`config.mk`:
```
export PLATFORM = sky130hd
export DESIGN_NAME = vro_readout_seq
export DESIGN_NICKNAME = d
export VERILOG_FILES = /design/src/rtl/vro_pkg.sv /design/src/rtl/vro_line_phase.sv /design/src/rtl/vro_addr_ctr.sv /design/src/rtl/vro_fsm.sv /design/src/rtl/vro_readout_seq.sv
export SDC_FILE = /design/constraint.sdc
export NUM_CORES = 1
export LEC_CHECK = 0
export ABC_AREA = 1
export ABC_CLOCK_PERIOD_IN_PS = 2400
export BUFFER_PORTS_ARGS = -buffer_cell sky130_fd_sc_hd__buf_4
export CAP_MARGIN = 10
export CORE_ASPECT_RATIO = 1.25
export CORE_MARGIN = 1
export CORE_UTILIZATION = 35
export DETAILED_ROUTE_END_ITERATION = 10
export GPL_ROUTABILITY_DRIVEN = 0
export GPL_TIMING_DRIVEN = 0
export PLACE_DENSITY = 0.55
export REMOVE_ABC_BUFFERS = 1
export SYNTH_ARGS = -nofsm -noshare
export SYNTH_HDL_FRONTEND = slang
export SYNTH_SLANG_ARGS = --single-unit
```
`constraint.sdc`:
```
create_clock -name clk -period 2.4 [get_ports clk]
set_input_delay 0.24 -clock clk [delete_from_list [all_inputs] [get_ports clk]]
set_output_delay 0.24 -clock clk [all_outputs]
set_load 0.02 [all_outputs]
```
`src/rtl/vro_pkg.sv`:
```
package vro_pkg;
  localparam int BUS_AW = 18;
  localparam int CTR_W  = 11;
  localparam int DAT_W  = 16;
  localparam int DAC_W  = 12;

  typedef enum logic [1:0] {ST_IDLE, ST_REQ, ST_RD1, ST_RD2} vro_state_e;

  // readout address: top nibble forced high, counter on bits 12..2, word select on bit 1
  function automatic logic [BUS_AW-1:0] ro_addr(input logic [CTR_W-1:0] c, input logic second);
    return {4'hF, 1'b0, c, second, 1'b0};
  endfunction

  // DAC word is the low part of the data bus
  function automatic logic [DAC_W-1:0] dac_word(input logic [DAT_W-1:0] d);
    return d[DAC_W-1:0];
  endfunction
endpackage

```
`src/rtl/vro_line_phase.sv`:
```
module vro_line_phase #(
  parameter int LINES    = 7,
  parameter int RO_LINES = 4
) (
  input  logic clk,
  input  logic rst_n,
  input  logic line_sync,
  output logic ro_line,
  output logic period_wrap
);
  localparam int LW = (LINES > 2) ? $clog2(LINES) : 1;

  logic [LW-1:0] lc;
  logic          borrow;

  assign borrow      = (lc == '0);
  assign period_wrap = line_sync && borrow;
  assign ro_line     = (lc < LW'(RO_LINES));

  always_ff @(posedge clk) begin
    if (!rst_n)          lc <= LW'(LINES - 1);
    else if (line_sync)  lc <= borrow ? LW'(LINES - 1) : lc - LW'(1);
  end


  line_range_chk: assert property (@(posedge clk) disable iff (!rst_n) lc <= LW'(LINES - 1));

  line_mode_hold_chk: assert property (@(posedge clk) disable iff (!rst_n)
    !line_sync |=> $stable(ro_line));
endmodule

```
`src/rtl/vro_addr_ctr.sv`:
```
module vro_addr_ctr #(
  parameter int CW = 11
) (
  input  logic          clk,
  input  logic          rst_n,
  input  logic          inc,
  input  logic          clr,
  output logic [CW-1:0] cnt
);
  always_ff @(posedge clk) begin
    if (!rst_n)    cnt <= '0;
    else if (clr)  cnt <= '0;
    else if (inc)  cnt <= cnt + CW'(1);
  end


  ctr_clear_chk: assert property (@(posedge clk) disable iff (!rst_n) clr |=> cnt == '0);

  ctr_idle_chk: assert property (@(posedge clk) disable iff (!rst_n)
    (!inc && !clr) |=> $stable(cnt));
endmodule

```
`src/rtl/vro_fsm.sv`:
```
module vro_fsm
  import vro_pkg::*;
#(
  parameter int RD_CYC  = 2,
  parameter int TMO_CYC = 200000
) (
  input  logic              clk,
  input  logic              rst_n,
  input  logic              ro_line,
  input  logic              ctrl_tick,
  input  logic              ctrl_go,
  input  logic              hold_ack,
  input  logic [DAT_W-1:0]  mem_data,
  input  logic [CTR_W-1:0]  ctr,
  output logic              hold_n,
  output logic              roen_n,
  output logic [BUS_AW-1:0] mem_addr,
  output logic [DAC_W-1:0]  dac_x,
  output logic [DAC_W-1:0]  dac_y,
  output logic              grant_tmo,
  output logic              fetch_done
);
  localparam int RCW = (RD_CYC > 1) ? $clog2(RD_CYC) : 1;
  localparam int TW  = $clog2(TMO_CYC + 1);

  vro_state_e     st, st_nx;
  logic           go_q;
  logic [RCW-1:0] rd_cnt;
  logic [TW-1:0]  tmo_cnt;
  logic           start, rd_last, tmo_last, latch1, latch2, tmo_hit, reading;

  assign start    = (st == ST_IDLE) && go_q && ro_line;
  assign reading  = (st == ST_RD1) || (st == ST_RD2);
  assign rd_last  = (rd_cnt == RCW'(RD_CYC - 1));
  assign tmo_last = (tmo_cnt == TW'(TMO_CYC - 1));
  assign latch1   = (st == ST_RD1) && rd_last;
  assign latch2   = (st == ST_RD2) && rd_last;
  assign tmo_hit  = (st == ST_REQ) && !hold_ack && tmo_last;

  always_comb begin
    st_nx = st;
    case (st)
      ST_IDLE: if (start)    st_nx = ST_REQ;
      ST_REQ:  if (hold_ack) st_nx = ST_RD1;
               else if (tmo_last) st_nx = ST_IDLE;
      ST_RD1:  if (rd_last)  st_nx = ST_RD2;
      ST_RD2:  if (rd_last)  st_nx = ST_IDLE;
      default:               st_nx = ST_IDLE;
    endcase
  end

  always_ff @(posedge clk) begin
    if (!rst_n) begin
      st        <= ST_IDLE;
      go_q      <= 1'b0;
      rd_cnt    <= '0;
      tmo_cnt   <= '0;
      dac_x     <= '0;
      dac_y     <= '0;
      grant_tmo <= 1'b0;
    end else begin
      st        <= st_nx;
      go_q      <= ctrl_tick ? ctrl_go : (go_q && !start);
      rd_cnt    <= (reading && !rd_last) ? rd_cnt + RCW'(1) : '0;
      tmo_cnt   <= ((st == ST_REQ) && !hold_ack && !tmo_last) ? tmo_cnt + TW'(1) : '0;
      grant_tmo <= tmo_hit;
      if (latch1) dac_x <= dac_word(mem_data);
      if (latch2) dac_y <= dac_word(mem_data);
    end
  end

  assign fetch_done = latch2;
  assign hold_n     = (st == ST_IDLE);
  assign roen_n     = !reading;
  assign mem_addr   = roen_n ? '0 : ro_addr(ctr, st == ST_RD2);


  start_on_ro_line_chk: assert property (@(posedge clk) disable iff (!rst_n)
    $fell(hold_n) |-> $past(ro_line));

  roen_after_grant_chk: assert property (@(posedge clk) disable iff (!rst_n)
    $fell(roen_n) |-> $past(hold_ack) && $past(!hold_n));

  addr_top_high_chk: assert property (@(posedge clk) disable iff (!rst_n)
    !roen_n |-> (mem_addr[17:14] == 4'hF) && !hold_n);

  dac_x_load_chk: assert property (@(posedge clk) disable iff (!rst_n)
    !$stable(dac_x) |-> $past(st == ST_RD1));

  tmo_release_chk: assert property (@(posedge clk) disable iff (!rst_n)
    grant_tmo |-> hold_n && $past(!hold_n));
endmodule

```
`src/rtl/vro_readout_seq.sv`:
```
module vro_readout_seq
  import vro_pkg::*;
#(
  parameter int LINES    = 7,
  parameter int RO_LINES = 4,
  parameter int RD_CYC   = 2,
  parameter int TMO_CYC  = 200000
) (
  input  logic              clk,
  input  logic              rst_n,
  input  logic              line_sync,
  input  logic              ctrl_tick,
  input  logic              ctrl_go,
  output logic              hold_n,
  input  logic              hold_ack,
  output logic              roen_n,
  output logic [BUS_AW-1:0] mem_addr,
  input  logic [DAT_W-1:0]  mem_data,
  output logic [DAC_W-1:0]  dac_x,
  output logic [DAC_W-1:0]  dac_y,
  output logic              grant_tmo
);
  logic             ro_line, period_wrap, fetch_done;
  logic [CTR_W-1:0] ctr;

  vro_line_phase #(.LINES(LINES), .RO_LINES(RO_LINES)) u_line (
    .clk(clk), .rst_n(rst_n), .line_sync(line_sync),
    .ro_line(ro_line), .period_wrap(period_wrap)
  );

  vro_addr_ctr #(.CW(CTR_W)) u_ctr (
    .clk(clk), .rst_n(rst_n), .inc(fetch_done), .clr(period_wrap), .cnt(ctr)
  );

  vro_fsm #(.RD_CYC(RD_CYC), .TMO_CYC(TMO_CYC)) u_fsm (
    .clk(clk), .rst_n(rst_n), .ro_line(ro_line), .ctrl_tick(ctrl_tick),
    .ctrl_go(ctrl_go), .hold_ack(hold_ack), .mem_data(mem_data), .ctr(ctr),
    .hold_n(hold_n), .roen_n(roen_n), .mem_addr(mem_addr), .dac_x(dac_x),
    .dac_y(dac_y), .grant_tmo(grant_tmo), .fetch_done(fetch_done)
  );


  release_idle_chk: assert property (@(posedge clk) disable iff (!rst_n)
    $rose(hold_n) |-> roen_n && (mem_addr == '0));
endmodule

```
==> impl_metrics.toml <==
[status]
outcome = "finished, final reports clean"

[global_routing]
grt_pass1_vias = 2265
grt_antenna_before_repair = 0
groute.usage.overall = 0.167
grt_pass1_wl_um = 10400
grt-ovfl-total = 0
grt_max_degree = 22

[sta]
timing.final.crit_share = 0.911
slew_headroom = 0.504
rsz0062_at_grt = "no"
hold_violations = 0
fmax_ghz = 0.457
slew_viol_final = 0
setup_tns_ns = 0
finalWorstSetupSlack_ns = 0.213
setup_viol = 0
period_needed_ns = 2.19
clock_skew_ns = 0.00644
tightest_slew_ns = 0.743

[yosys]
synth.cell_area_um2 = 2750
synth-simple-area-share = 0.300
synth.distinct_cells = 32
synth_top_family_by_area = "simple AND/OR/NAND/NOR gates"
synth_compound_gate_area_share = 0.0934
ys_seq_elements = 61
yosys_warnings = 0
synth-xor-area-share = 0.0383
synthCells = 381
syn_area_per_cell_um2 = 7.21
synth_seq_area_share = 0.444
synth_mux_area_frac = 0
synthAdderAreaFrac = 0.0182

[finish]
fillers = 800
area_delta_synth_final_pct = 23.0
final_common_cell = "nand2_1"
final_cells = 531
fin_area_um2 = 3380
layout.cells.most_common_list = "nand2_1 (86), nor2_1 (64), dfxtp_1 (61), buf_4 (60), inv_1 (43)"
antenna_cells = 0
fin_nets = 460
final_layout_size_suffix_gt1_frac = 0.210

[place]
dp.cells = 515
dp_slack_ns = 0.106
numPortBuffers = 60
place_area_um2 = 3200
dp_hpwl_um = 4540

[worst_hold_path]
whs_endpoint = "u_fsm.go_q"
hold_path_startpoint = "ctrl_go"
min_path_cells = 3
hp-class = "in2reg"

[routing]
drt-total-wl_um = 6240
wl_per_cell_um = 11.8
drt-pass1-iter-count = 4
ant_nets = 0
vias = 2428
drtIter0Drc = 108
post-route-drc-count = 0
routed_via_density = 4.57

[clocking]
path_clk_slew_ns = 0.07
cts_buffer_depth = 2
cts_hold_buffers = 0
cts_resized = 0
cts-htree-levels = 3
cts_tree = "done"
cts_buffers = 9
clock-root-buffer = "clkbuf_8"
cts_setup_buffers = 0
clock_sinks = 61
insertion_delay_ns = 0.34

[floorplanning]
rows = 35
coreArea_um2 = 7490
die_h_um = 101
dieArea_um2 = 8210
start_util = 0.367
io_pins = 67
chipWidth_um = 81.3

[pwr]
pwr-share-clk = 0.388
power.leakage_nw = 1.47
vdd_ir_drop_max_uv = 277
p_per_area_nw_per_um2 = 629
p_int_w = 0.00155
p_sw_frac = 0.271
switching_power_w = 0.000576
seqPwrFrac = 0.509
pwr-share-comb = 0.103

[critical_path]
crit_required_ns = 2.63
cp.arrival_ns = 2.42
ff2ff_path_depth = 7
cp-end-kind = "register"
path_class = "reg2reg"
reg2reg_slack_ns = 0.21
r2r-end = "u_ctr.cnt[8]"
startpoint_type = "register"
cp_max_fo = 21

[job]
maxCapViolCount = 0
-- stage by stage --
| step | util | hold slack (ns) | power, W |
|---|---|---|---|
| after floorplan | - | 0.362 | 0.00122 |
| after global placement | 0.427 | 0.437 | 0.00132 |
| after detailed placement | 0.427 | 0.448 | 0.00133 |
| after CTS | 0.451 | 0.132 | 0.00215 |
| after global routing | 0.451 | 0.138 | 0.00223 |
| final | 0.451 | 0.144 | 0.00213 |
-- cells in the mapped netlist (all sizes together) --
cell    count  area, um2
or2         3       18.8
xnor2       7       61.3
nand4       4       25.0
nand3b      1       7.51
nor2       69        274
nand2      88        335
buf        13       95.1
inv        44        165
conb        1       3.75
a21oi      29        149
clkbuf      7       26.3
nor3        9       61.3
xor2        5       43.8
o21ai      17       85.1
a211oi      1       7.51
o31ai       1       7.51
dfxtp      61       1220
o21a        1       7.51
nand3      16        103
ha          4       50.1
-- layer usage --
layer  wire length [um]  global-route usage  vias up  part of all wire
met5                  0                   0        -                 0
met3                268              0.0407       11             0.043
met4                129              0.0838        0             0.021
met1               2850               0.200     1077              0.46
met2               3000               0.273       52              0.48
li1                   -                   -     1288                 -
-- sequential cells by signal, indices dropped and copies added, names as in the netlist, named ones only --
| name | flops |
|---|---|
| u_ctr.cnt | 11 |
| u_fsm.dac_x | 12 |
| u_fsm.dac_y | 12 |
| u_fsm.go_q | 1 |
| u_fsm.grant_tmo | 1 |
| u_fsm.rd_cnt | 1 |
| u_fsm.st | 1 |
| u_fsm.tmo_cnt | 18 |
| u_line.lc | 3 |
-- cells by family after synthesis --
group	Yosys count
adder cells (fa/ha/maj)	4
buffers and inverters	64
flip-flops	61
XOR/XNOR	12
other	1
AO/OA/AOI/OAI	49
AND/OR/NAND/NOR	190
-- worst max path at each step --
stage	slack [ns]	startpoint	end
after detailed placement	0.11	register	u_fsm.dac_x[4]
after global routing	0.005	register	u_ctr.cnt[8]
after CTS	0.09	register	u_fsm.dac_x[9]
after global placement	0.13	register	u_fsm.dac_x[2]
after floorplan	0.08	register	u_ctr.cnt[8]
final	0.21	register	u_ctr.cnt[8]
-- critical path, stage by stage, from the launching register on --
cell     delay [ns]
dfxtp_1        0.81
nand3_4        0.37
nor2_1         0.33
nand2_1        0.12
nor2_1         0.19
inv_1          0.07
o21ai_0        0.14
a21oi_1        0.05
-- power groups by stage --
stage / combinational, W / clock, W / sequential [W]
floorplan: 0.000103 / 0 / 0.00112
global placement: 0.000218 / 0 / 0.00110
detailed placement: 0.000221 / 0 / 0.00111
CTS: 0.000222 / 0.000846 / 0.00108
global route: 0.000246 / 0.000898 / 0.00109
finish: 0.000219 / 0.000824 / 0.00108
-- final cells by class --
cell class / count / area, um2 / share of cell area
flip-flops and latches: 61 / 1220 / 0.361
repair buffers: 61 / 455 / 0.135
inverters: 44 / 165 / 0.0489
well taps: 92 / 115 / 0.0340
clock buffers: 12 / 155 / 0.0459
multi-input cells: 257 / 1250 / 0.369
clock inverters: 4 / 22.5 / 0.00666
(Power assumes the default switching activity.)
